## src/rtl/i2c_tmo_pkg.sv

```systemverilog
package i2c_tmo_pkg;
  typedef enum logic [2:0] {
    SQ_IDLE       = 3'd0,
    SQ_HOLD_START = 3'd1,
    SQ_HOLD_STOP  = 3'd2,
    SQ_RUN_START  = 3'd3,
    SQ_RUN_STOP   = 3'd4
  } seq_state_e;
endpackage

```

## src/rtl/tmo_tick_cnt.sv

```systemverilog
module tmo_tick_cnt #(
  parameter int W = 8
) (
  input  logic         clk,
  input  logic         rst,
  input  logic         clr,
  input  logic         adv,
  input  logic [W-1:0] limit,
  output logic [W-1:0] cnt,
  output logic         hit
);
  logic [W-1:0] cnt_q;

  // terminal when the tick that would make the count limit+1 arrives
  assign hit = adv && (cnt_q == limit);
  assign cnt = cnt_q;

  always_ff @(posedge clk) begin
    if (rst || clr) begin
      cnt_q <= '0;
    end else if (adv && (cnt_q != limit)) begin
      cnt_q <= cnt_q + 1'b1;  // saturates at limit
    end
  end
endmodule

```

## src/rtl/tmo_seq.sv

```systemverilog
module tmo_seq
  import i2c_tmo_pkg::*;
(
  input  logic       clk,
  input  logic       rst,
  input  logic       limit_zero,
  input  logic       start_req,
  input  logic       stop_req,
  input  logic       xfer_active,
  input  logic       ack_low_end,
  input  logic       bus_busy,
  input  logic       bit_tick,
  input  logic       start_done,
  input  logic       stop_seen,
  input  logic       hit,
  output seq_state_e state,
  output logic       adv,
  output logic       clr_cnt,
  output logic       expire
);
  seq_state_e st_q, st_n;
  logic run_start, run_stop, done;

  assign run_start = (st_q == SQ_RUN_START);
  assign run_stop  = (st_q == SQ_RUN_STOP);
  assign done = ((run_start || st_q == SQ_HOLD_START) && start_done) ||
                ((run_stop  || st_q == SQ_HOLD_STOP)  && stop_seen);
  assign adv    = bit_tick && ((run_start && bus_busy) || run_stop);
  assign expire = (run_start || run_stop) && hit && !done && !limit_zero;
  assign state  = st_q;

  always_comb begin
    st_n = st_q;
    if (limit_zero) begin
      st_n = SQ_IDLE;
    end else begin
      unique case (st_q)
        SQ_IDLE: begin
          if (start_req)     st_n = xfer_active ? SQ_HOLD_START : SQ_RUN_START;
          else if (stop_req) st_n = xfer_active ? SQ_HOLD_STOP  : SQ_RUN_STOP;
        end
        SQ_HOLD_START: begin
          if (done)             st_n = SQ_IDLE;
          else if (ack_low_end) st_n = SQ_RUN_START;
        end
        SQ_HOLD_STOP: begin
          if (done)             st_n = SQ_IDLE;
          else if (ack_low_end) st_n = SQ_RUN_STOP;
        end
        SQ_RUN_START, SQ_RUN_STOP: begin
          if (done || hit) st_n = SQ_IDLE;
        end
        default: st_n = SQ_IDLE;
      endcase
    end
  end

  assign clr_cnt = (st_n != SQ_RUN_START) && (st_n != SQ_RUN_STOP);

  always_ff @(posedge clk) begin
    if (rst) st_q <= SQ_IDLE;
    else     st_q <= st_n;
  end
endmodule

```

## src/rtl/tmo_sticky.sv

```systemverilog
module tmo_sticky (
  input  logic clk,
  input  logic rst,
  input  logic set,
  input  logic clr,
  output logic q
);
  always_ff @(posedge clk) begin
    if (rst)      q <= 1'b0;
    else if (set) q <= 1'b1;   // set beats clear
    else if (clr) q <= 1'b0;
  end
endmodule

```

## src/rtl/i2c_tmo_watch.sv

```systemverilog
module i2c_tmo_watch
  import i2c_tmo_pkg::*;
#(
  parameter int SET_W = 8
) (
  input  logic             clk,
  input  logic             rst,
  input  logic [SET_W-1:0] tmo_limit,
  input  logic             bit_tick,
  input  logic             start_req,
  input  logic             stop_req,
  input  logic             other_busy,
  input  logic             scl_in,
  input  logic             xfer_active,
  input  logic             ack_low_end,
  input  logic             start_done,
  input  logic             stop_seen,
  input  logic             tmo_clr,
  output logic             tmo_irq
);
  seq_state_e       seq_st;
  logic             bus_busy, limit_zero, adv, clr_cnt, hit, expire;
  logic [SET_W-1:0] cnt;

  assign bus_busy   = other_busy || !scl_in;
  assign limit_zero = (tmo_limit == '0);

  tmo_seq u_seq (
    .clk(clk), .rst(rst), .limit_zero(limit_zero),
    .start_req(start_req), .stop_req(stop_req),
    .xfer_active(xfer_active), .ack_low_end(ack_low_end),
    .bus_busy(bus_busy), .bit_tick(bit_tick),
    .start_done(start_done), .stop_seen(stop_seen), .hit(hit),
    .state(seq_st), .adv(adv), .clr_cnt(clr_cnt), .expire(expire)
  );

  tmo_tick_cnt #(.W(SET_W)) u_cnt (
    .clk(clk), .rst(rst), .clr(clr_cnt), .adv(adv),
    .limit(tmo_limit), .cnt(cnt), .hit(hit)
  );

  tmo_sticky u_flag (
    .clk(clk), .rst(rst), .set(expire), .clr(tmo_clr), .q(tmo_irq)
  );
endmodule

```

## config.mk

```make
export PLATFORM = sky130hd
export DESIGN_NAME = i2c_tmo_watch
export DESIGN_NICKNAME = d
export VERILOG_FILES = /design/src/rtl/i2c_tmo_pkg.sv /design/src/rtl/tmo_tick_cnt.sv /design/src/rtl/tmo_seq.sv /design/src/rtl/tmo_sticky.sv /design/src/rtl/i2c_tmo_watch.sv
export SDC_FILE = /design/constraint.sdc
export NUM_CORES = 1
export LEC_CHECK = 0
export BUFFER_PORTS_ARGS = -buffer_cell sky130_fd_sc_hd__buf_2
export CORE_MARGIN = 4
export CORE_UTILIZATION = 45
export CTS_CLUSTER_DIAMETER = 60
export DETAILED_ROUTE_END_ITERATION = 10
export PLACE_DENSITY = 0.65
export SYNTH_ARGS = -nofsm -noshare
export SYNTH_HDL_FRONTEND = slang
export SYNTH_SLANG_ARGS = --single-unit
```

## constraint.sdc

```tcl
create_clock -name clk -period 2.3 [get_ports clk]
set_clock_uncertainty 0.15 [all_clocks]
set_input_delay 0.115 -clock clk [delete_from_list [all_inputs] [get_ports clk]]
set_output_delay 0.115 -clock clk [all_outputs]
set_load 0.02 [all_outputs]
```

# After elaboration in Yosys (flattened, before gate mapping)
# Cells that the tools add are included.
[word_totals]
regBits = 12
in_bits = 20
out_inout_bits = 1
[classes]
addsub = 1
eq_ne = 8
muxes = 13
reduce_logical = 25
[op_table]
columns = ["op", "count"]
rows = [
  ["3-bit 2-to-1 mux", 9],
  ["3-bit case mux with 4 select lines", 1],
  ["1-bit logical AND", 10],
  ["8-bit by 1-bit adder with 8-bit output (second input constant)", 1],
  ["8-bit equality test", 1],
  ["8-bit logical NOT", 1],
  ["1-bit logical OR", 8],
  ["8-bit != test", 1],
  ["3-bit by 2-bit equality test with 1-bit output (second input constant)", 2],
  ["3-bit by 1-bit equality test with 1-bit output (second input constant)", 1],
  ["3-bit equality test (second input constant)", 1],
  ["1-bit logical NOT", 3],
  ["3-bit logical NOT", 1],
  ["3-bit by 2-bit != test with 1-bit output (second input constant)", 1],
  ["3-bit != test (second input constant)", 1],
  ["1-bit 2-to-1 mux", 2],
  ["2-bit 2-to-1 mux", 1],
  ["2-bit nonzero test", 1],
  ["2-bit OR reduction", 1],
]

# Depth between registers and ports, before layout
# Gate-level depths: netlist of the first run.
[logic_depth]
word_depth = 13
ltp_mapped = 6
depth_no_buf = 6

# Hierarchy
# Synthesis of the first run repeated with hierarchy kept, for this count alone.
[hier_totals]
hier_cells = 96
hier_area_um2 = 810.8
[modules_own_cells]
columns = ["module", "instances", "cells_each", "area_each_um2", "seq_area_each_um2"]
rows = [
  ["tmo_tick_cnt", 1, 55, 479.2, 160.2],
  ["tmo_seq", 1, 33, 267.8, 60.1],
  ["tmo_sticky", 1, 4, 38.8, 20.0],
  ["i2c_tmo_watch", 1, 4, 25.0, 0.0],
]

# Least setup slack after synthesis of the first run
# OpenSTA, ideal clock, no wires.
[synth_timing]
kind = "register -> register"
start = "register u_cnt.cnt_q[3] (netlist: u_cnt.cnt[3])"
end = "register u_flag.q"
setup_ns = 0.064
t_arrival_ns = 1.503
required_ns = 2.086
setup_slack_ns = 0.583
path_stages_with_launch = 6
cell_sequence = "dfxtp_1 xor2_1 nor4_4 nand3b_4 o32a_1 nor2_1"
[synth_via]
elab_chain_len = 6
word_cells_on_any_way = 7
[synth_rtl]
columns = ["element", "line", "rtl"]
rows = [
  ["start, declared", "tmo_tick_cnt.sv:12", "logic [W-1:0] cnt_q;"],
  ["start signal, assigned", "tmo_tick_cnt.sv:22", "cnt_q <= cnt_q + 1'b1;"],
  ["8-bit equality test *", "tmo_tick_cnt.sv:15", "assign hit = adv && (cnt_q == limit);"],
  ["1-bit logical AND *", "tmo_tick_cnt.sv:15", ""],
  ["1-bit logical AND * (3 in a row)", "tmo_seq.sv:29", "assign expire = (run_start || run_stop) && hit && !done && !limit_zero;"],
  ["1-bit 2-to-1 mux / 2-bit nonzero test (equally long branches)", "n/a", ""],
  ["end signal, assigned", "tmo_sticky.sv:9", "if (rst) q <= 1'b0;"],
  ["end signal, assigned", "tmo_sticky.sv:10", "else if (set) q <= 1'b1;"],
  ["end signal, assigned", "tmo_sticky.sv:11", "else if (clr) q <= 1'b0;"],
  ["end, declared", "tmo_sticky.sv:6", "output logic q"],
]
# Every way passes the cells marked *; elsewhere a longest branch is shown, timed or not.
# A chain may end at the register's enable or synchronous reset.

# Final worst setup path of the first run
[layout_timing]
start = "register u_seq.st_q[0] (netlist: u_seq.state[0])"
end = "register u_cnt.cnt_q[4] (netlist: u_cnt.cnt[4])"
[layout_via]
elab_chain_len = 12
word_cells_on_any_way = 30
[layout_rtl]
columns = ["element", "line", "rtl"]
rows = [
  ["start, declared", "tmo_seq.sv:21", "seq_state_e st_q, st_n;"],
  ["start signal, assigned", "tmo_seq.sv:62", "else st_q <= st_n;"],
  ["3-bit by 2-bit equality test with 1-bit output", "tmo_seq.sv:24, tmo_seq.sv:37", ""],
  ["1-bit logical AND", "tmo_seq.sv:28", "assign adv = bit_tick && ((run_start && bus_busy) || run_stop);"],
  ["1-bit logical OR", "tmo_seq.sv:28", ""],
  ["1-bit logical AND", "tmo_seq.sv:28", ""],
  ["1-bit logical AND", "tmo_tick_cnt.sv:15", ""],
  ["1-bit logical OR", "tmo_seq.sv:51", "if (done || hit) st_n = SQ_IDLE;"],
  ["3-bit 2-to-1 mux", "tmo_seq.sv:51", ""],
  ["3-bit case mux with 4 select lines", "tmo_seq.sv:37", "unique case (st_q)"],
  ["3-bit 2-to-1 mux", "tmo_seq.sv:34", "if (limit_zero) begin"],
  ["3-bit by 2-bit != test with 1-bit output / 3-bit != test (equally long branches)", "tmo_seq.sv:58", "assign clr_cnt = (st_n != SQ_RUN_START) && (st_n != SQ_RUN_STOP);"],
  ["1-bit logical AND", "tmo_seq.sv:58", ""],
  ["1-bit logical OR", "tmo_tick_cnt.sv:19", "if (rst || clr) begin"],
]
# Several ways; a longest one is shown, not always the timed one.

==> results.yml, run 1 <==
worst_setup_path:
  crit_cells: 5
  worst-endpoint-required_ns: 2.37
  regToRegSetupSlack_ns: 0.32
  cp-endpoint: "u_cnt.cnt[4]"
  cp_data_arrival_time_ns: 2.05
  timing.setup.critical_path_class: "reg2reg"
  cp_cell_sequence: "and4bb_2 -> a31oi_1 -> a21oi_2 -> a31o_1 -> a21oi_1"
  worst_path_max_delay_cell: "sky130_fd_sc_hd__dfxtp_1"
  critical_path.max_stage_delay_ns: 0.55
  worst-path-max-fanout: 13
  crit_path_end_kind: "flip-flop"
  r2r-end: "u_cnt.cnt[4]"
  path_buf_inv: 0
  worst_r2r_startpoint: "u_seq.state[0]"
  rr_worst_depth: 5
  timing.critical_path.max_delay_family: "compound AO/OA/AOI/OAI gates"
  timing.critical_path.from: "u_seq.state[0]"
  critical_path_start_type: "flip-flop"
logic_synthesis:
  synth_cells: 103
  synth_cell_type_count: 43
  yosysWarningCount: 0
  synth-edff-count: 0
  ys_top_cells_by_area: "sky130_fd_sc_hd__dfxtp_1, sky130_fd_sc_hd__xor2_1, sky130_fd_sc_hd__nor2_1, sky130_fd_sc_hd__xnor2_1, sky130_fd_sc_hd__nor4_4"
  yosys.area.top_type_share_pct: 25.9
  post_synth.cell_area_avg_um2: 9.01
  ys_seq_area_share_pct: 25.9
  ys_async_sr_fraction_pct: 0
  post_synth_top_flop: "sky130_fd_sc_hd__dfxtp_1"
  yosys.area.top_type: "sky130_fd_sc_hd__dfxtp_1"
  syn_nets: 124
  syn-cell-area_um2: 928
  ys_ff_latch: 12
  yosys-top-cells-count: "sky130_fd_sc_hd__dfxtp_1, sky130_fd_sc_hd__nor2_1, sky130_fd_sc_hd__xor2_1"
floorplanning:
  fp.dieW_um: 53.4
  io_pins: 21
  placementRows: 16
  die-area_mm2: 0.00285
  start_util_pct: 47.3
  floorplan.die.height_um: 53.4
  core_area_mm2: 0.00196
cts:
  htree_num_levels: 1
  clock_slew_seen_by_the_registers_of_the_worst_setup_and_hold_paths_ns: 0.08
  cts.path.max_buffers: 2
  clkLatencyLatePin_ns: 0.29
  clock-root-buffer: "sky130_fd_sc_hd__clkbuf_4"
  cts.repair.resized: 0
  tritoncts_clock_tree: "yes"
  cts_inserted_buffers: 3
  postCtsSetupRepairBufs: 0
  ctsHoldBuffers: 2
  clock_sinks: 12
placement:
  dp.final_hpwl_um: 1550
  place.port_buffers: 20
  routabilityCongestion: 0.760
  post-place-cells: 148
flow_run:
  max-cap-violations: 0
timing:
  hold_viol: 0
  timing.max_slew.rel_slack_pct: 66.5
  setup_viol: 0
  period_minus_ws_final_ns: 1.98
  min_period_over_period_pct: 86.2
  max_clock_freq_mhz: 505
  finalSetupTns_ns: 0
  max_slew.worst_pin.slew_ns: 0.500
  final_max_slew_viol_count: 0
  grt_setup_unrepaired: "no"
global_routing:
  first_pass_grt_wire_length_um: 3070
  grt_use_total_pct: 15.0
  grt_start_max_net_pins: 14
  globalRouteOverflowTotal: 0
  antenna_found_initial: 0
  first_global_vias: 741
pwr:
  post-layout-total-power_uw: 557
  power_density_of_the_placed_cells_mw_per_mm2: 502
  vdd_ir_drop_max_v: 0.000295
  power_leakage_nw: 0.454
route:
  drtAntennaViolNets: 0
  drc_errors: 0
  drt-total-wl_um: 1910
  via_count: 817
  drt_iter0_markers: 14
  vias_per_cell: 5.31
  dr.pass1.iters: 4
  wire_per_inst_um: 12.4
final_layout:
  seq_area_um2: 240
  drive_above_1_share_pct: 32.3
  layout.nets: 149
  layout-area-overhead-vs-synth_pct: 19.7
  fillerInstances: 197
  multiInputGateArea_um2: 654
  layout.core_utilization_pct: 56.6
  final-instance-count-excl-fill: 154
  insertedDiodeCount: 0
worst_hold_path:
  timing.hold.worst.class: "in2reg"
  hp-start: "stop_seen"
run_status:
  run_status: "complete, no violations"
==> state kept, by name, summed over array words and instances (netlist names) <==
| name | cells |
|---|---|
| u_cnt.cnt | 8 |
| u_seq.state | 3 |
| u_flag.q | 1 |
==> worst register-to-register path, cell delays in order, from the launching register on <==
cell and delay [ns]:
sky130_fd_sc_hd__dfxtp_1 0.55, sky130_fd_sc_hd__and4bb_2 0.29, sky130_fd_sc_hd__a31oi_1 0.40, sky130_fd_sc_hd__a21oi_2 0.18
sky130_fd_sc_hd__a31o_1 0.25, sky130_fd_sc_hd__a21oi_1 0.12
==> area by class of cell <==
type | instances | share of cell area [%]
Timing Repair Buffer | 23 | 11.5
Sequential cell | 12 | 21.6
Inverter | 5 | 1.69
Clock buffer | 4 | 3.27
Multi-Input combinational cell | 83 | 58.9
Tap cell | 27 | 3.04
==> logic make-up (layout without fill, tap and decap cells) <==
logic type	Yosys count	count (layout)	synth area share, %
AO/OA/AOI/OAI	24	24	22.5
XOR/XNOR	13	13	12.3
adder cells (fa/ha/maj)	1	1	1.35
buffers and inverters	8	32	3.64
flip-flops	12	12	25.9
multiplexers	1	1	1.08
AND/OR/NAND/NOR	44	44	33.3
==> worst min-delay path by stage <==
stage	cells after the start	slack (ns)	to
global route	5	0.22	u_seq.state[1]
global placement	2	0.14	u_flag.q
floorplan	1	0.04	u_flag.q
CTS	5	0.19	u_seq.state[1]
finish	5	0.19	u_seq.state[1]
detailed placement	2	0.14	u_flag.q
==> routing by layer <==
| metal | vias to the layer above | global-route usage [%] | routed length, um |
|---|---|---|---|
| met1 | 368 | 18.7 | 890 |
| met3 | 5 | 2.82 | 85 |
| met2 | 17 | 23.5 | 885 |
| met5 | - | 0 | 0 |
| li1 | 427 | - | - |
| met4 | 0 | 8.94 | 44 |
==> where the power goes <==
part	internal [mW]	leakage (nW)	switching (mW)	total (mW)
clock	0.0965	0.0210	0.0760	0.173
sequential	0.215	0.0971	0.0211	0.237
combinational	0.0734	0.336	0.0750	0.148
total	0.385	0.454	0.172	0.557
==> cell usage in the layout, fill, tap and decap left out, drive strengths merged, types with 4 or more instances in the layout <==
master and count:
clkbuf 4, buf 21, a21oi 7, inv 5
nor2 12, dfxtp 12, xnor2 5, xor2 8
nor3 5
==> stage by stage <==
step / area [um2] / hold WS [ns] / worst slack [ns]
4_1_cts: 1110 / 0.186 / 0.316
3_5_place_dp: 1050 / 0.144 / 0.343
3_3_place_gp: 1050 / 0.141 / 0.357
2_1_floorplan: 928 / 0.0373 / 0.583
6_report: 1110 / 0.188 / 0.318
5_1_grt: 1110 / 0.217 / 0.200
No activity file was read; power rests on OpenSTA's default activity.
==> inputs of run 2 (changes only) <==
--- a/config.mk
+++ b/config.mk
@@ -10,7 +10,7 @@
 export CORE_UTILIZATION = 45
 export CTS_CLUSTER_DIAMETER = 60
 export DETAILED_ROUTE_END_ITERATION = 10
-export PLACE_DENSITY = 0.65
+export PLACE_DENSITY = 0.68
 export SYNTH_ARGS = -nofsm -noshare
 export SYNTH_HDL_FRONTEND = slang
 export SYNTH_SLANG_ARGS = --single-unit
==> constraint.sdc (replaced) <==
create_clock -name clk -period 1.7 [get_ports clk]
set_clock_uncertainty 0.15 [all_clocks]
set_input_delay 0.085 -clock clk [delete_from_list [all_inputs] [get_ports clk]]
set_output_delay 0.085 -clock clk [all_outputs]
set_load 0.02 [all_outputs]
==> results.yml, run 2 (synthesis results as in run 1) <==
route:
  drc_errors: 0
  vias_per_cell: 5.34
  drtAntennaViolNets: 0
  drt_iter0_markers: 18
  dr.pass1.iters: 4
  top_layer_used: "met4"
  route.met2.wl_um: 1280
  drt-met1-wl_um: 985
  dr_wl_met3_um: 99
  wire_per_inst_um: 13.8
  via_count: 929
  drt-total-wl_um: 2400
final_layout:
  final-instance-count-excl-fill: 174
  drive_above_1_share_pct: 57.8
  largest_register_ff_count: 8
  layout.nets: 169
  insertedDiodeCount: 0
  layout_commonest_cell: "sky130_fd_sc_hd__buf_2"
  layout-area-overhead-vs-synth_pct: 51.1
  layout.core_utilization_pct: 71.5
  final_cell_mix: "sky130_fd_sc_hd__buf_2, sky130_fd_sc_hd__buf_4, sky130_fd_sc_hd__nor2_1"
timing:
  period_minus_ws_final_ns: 1.73
  setup_viol: 6
  finalSetupTns_ns: -0.0647
  hold_viol: 0
  final_max_slew_viol_count: 0
  worst_hold_slack_ns: 0.122
  post-route-worst-setup-slack_ns: -0.0256
  max_clock_freq_mhz: 580
  max_slew.worst_pin.slew_ns: 0.348
  min_period_over_period_pct: 102
  grt_setup_unrepaired: "yes"
  timing.max_slew.rel_slack_pct: 76.6
pwr:
  power_density_of_the_placed_cells_mw_per_mm2: 592
  netsw_uw: 258
  p_seq_share_pct: 36.3
  vdd_ir_drop_max_v: 0.000479
  netSwitchingFraction_pct: 31.1
  power_leakage_nw: 0.578
  intPower_uw: 573
  clock_power_share_pct: 27.8
  post-layout-total-power_uw: 831
  power.share.combinational_pct: 35.9
worst_setup_path:
  worst-endpoint-required_ns: 1.70
  critical_path_start_type: "flip-flop"
  cp_data_arrival_time_ns: 1.73
  timing.setup.critical_path_class: "reg2reg"
  worst-path-max-fanout: 8
  crit_path_end_kind: "flip-flop"
global_routing:
  grt_start_max_net_pins: 12
  grt_use_total_pct: 18.0
  antenna_found_initial: 0
  first_global_vias: 934
  first_pass_grt_wire_length_um: 3750
  globalRouteOverflowTotal: 0
floorplanning:
  floorplan.die.height_um: 53.4
  core_area_mm2: 0.00196
  die-area_mm2: 0.00285
  fp.dieW_um: 53.4
  io_pins: 21
  start_util_pct: 47.3
  placementRows: 16
flow_run:
  max-cap-violations: 0
placement:
  post-place-cells: 165
  routabilityCongestion: 0.839
  place.port_buffers: 20
  dp.final_hpwl_um: 1750
cts:
  cts.path.max_buffers: 2
  htree_num_levels: 1
  clock-root-buffer: "sky130_fd_sc_hd__clkbuf_4"
  cts_inserted_buffers: 3
  clock_slew_seen_by_the_registers_of_the_worst_setup_and_hold_paths_ns: 0.08
  clock_sinks: 12
  tritoncts_clock_tree: "yes"
  clkLatencyLatePin_ns: 0.28
run_status:
  run_status: "complete, but fails checks"
  violations: "setup timing"
worst_hold_path:
  timing.hold.worst.class: "in2reg"
## run 2: cell types whose count changed in the layout (fill, tap and decap cells not counted), moves of 4 or more
cell                      before  now
sky130_fd_sc_hd__buf_4         1   17
sky130_fd_sc_hd__dfxtp_1      12    4
sky130_fd_sc_hd__xor2_2        0    6
sky130_fd_sc_hd__dfxtp_2       0    7
sky130_fd_sc_hd__buf_6         0    4
sky130_fd_sc_hd__xor2_1        8    2
## run 2: layout make-up
cell class / count / area [um2]
Multi-Input combinational cell: 83 / 768
Fill cell: 164 / 559
Clock buffer: 4 / 36.3
Timing Repair Buffer: 43 / 293
Sequential cell: 12 / 253
Tap cell: 27 / 33.8
Inverter: 5 / 18.8
## run 2: worst max-delay path, cell delays in order (launching register included)
cell                        delay, ns
sky130_fd_sc_hd__dfxtp_2         0.34
sky130_fd_sc_hd__buf_6           0.13
sky130_fd_sc_hd__xnor2_2         0.13
sky130_fd_sc_hd__o32ai_2         0.27
sky130_fd_sc_hd__buf_4           0.18
sky130_fd_sc_hd__nor3_2          0.05
sky130_fd_sc_hd__a2bb2oi_4       0.27
sky130_fd_sc_hd__a21oi_1         0.07
## run 2: path summary, 6_finish.rpt
kind	cells after the start	slack, ns	startpoint	end
setup reg to reg	7	-0.03	u_seq.state[1]	u_cnt.cnt[3]
setup / recovery	7	-0.03	u_seq.state[1]	u_cnt.cnt[3]
hold reg to reg	3	0.39	u_flag.q	u_flag.q
hold / removal	5	0.12	stop_seen	u_seq.state[1]
## run 2: per-layer routing
metal | GRT usage (%) | vias to the layer above
met5 | 0 | -
met4 | 8.09 | 0
met3 | 3.66 | 4
met2 | 30.8 | 25
met1 | 21.2 | 441
li1 | - | 459
## run 2: power groups by stage
| stage | sequential [mW] | clock [mW] | combinational, mW |
|---|---|---|---|
| 3_5_place_dp | 0.306 | 0 | 0.245 |
| 3_3_place_gp | 0.305 | 0 | 0.241 |
| 5_1_grt | 0.303 | 0.247 | 0.321 |
| 6_report | 0.302 | 0.231 | 0.298 |
| 4_1_cts | 0.300 | 0.234 | 0.258 |
| 2_1_floorplan | 0.302 | 0 | 0.164 |
## run 2: stage by stage
| stage | instance area [um2] | worst slack (ns) |
|---|---|---|
| after global routing | 1400 | -0.0818 |
| final | 1400 | -0.0256 |
| after CTS | 1310 | -0.00728 |
| after floorplan | 928 | 0.00774 |
| after detailed placement | 1180 | -0.0524 |
| after global placement | 1180 | -0.0230 |
## run 2: repair_timing
action,4_1_cts,5_1_grt
hold buffers,2,0
setup buffers,2,2
resized for setup,12,21
pin swaps,6,10
endpoints found under the hold margin,1,0
setup endpoints to repair,9,12
gates cloned,0,0
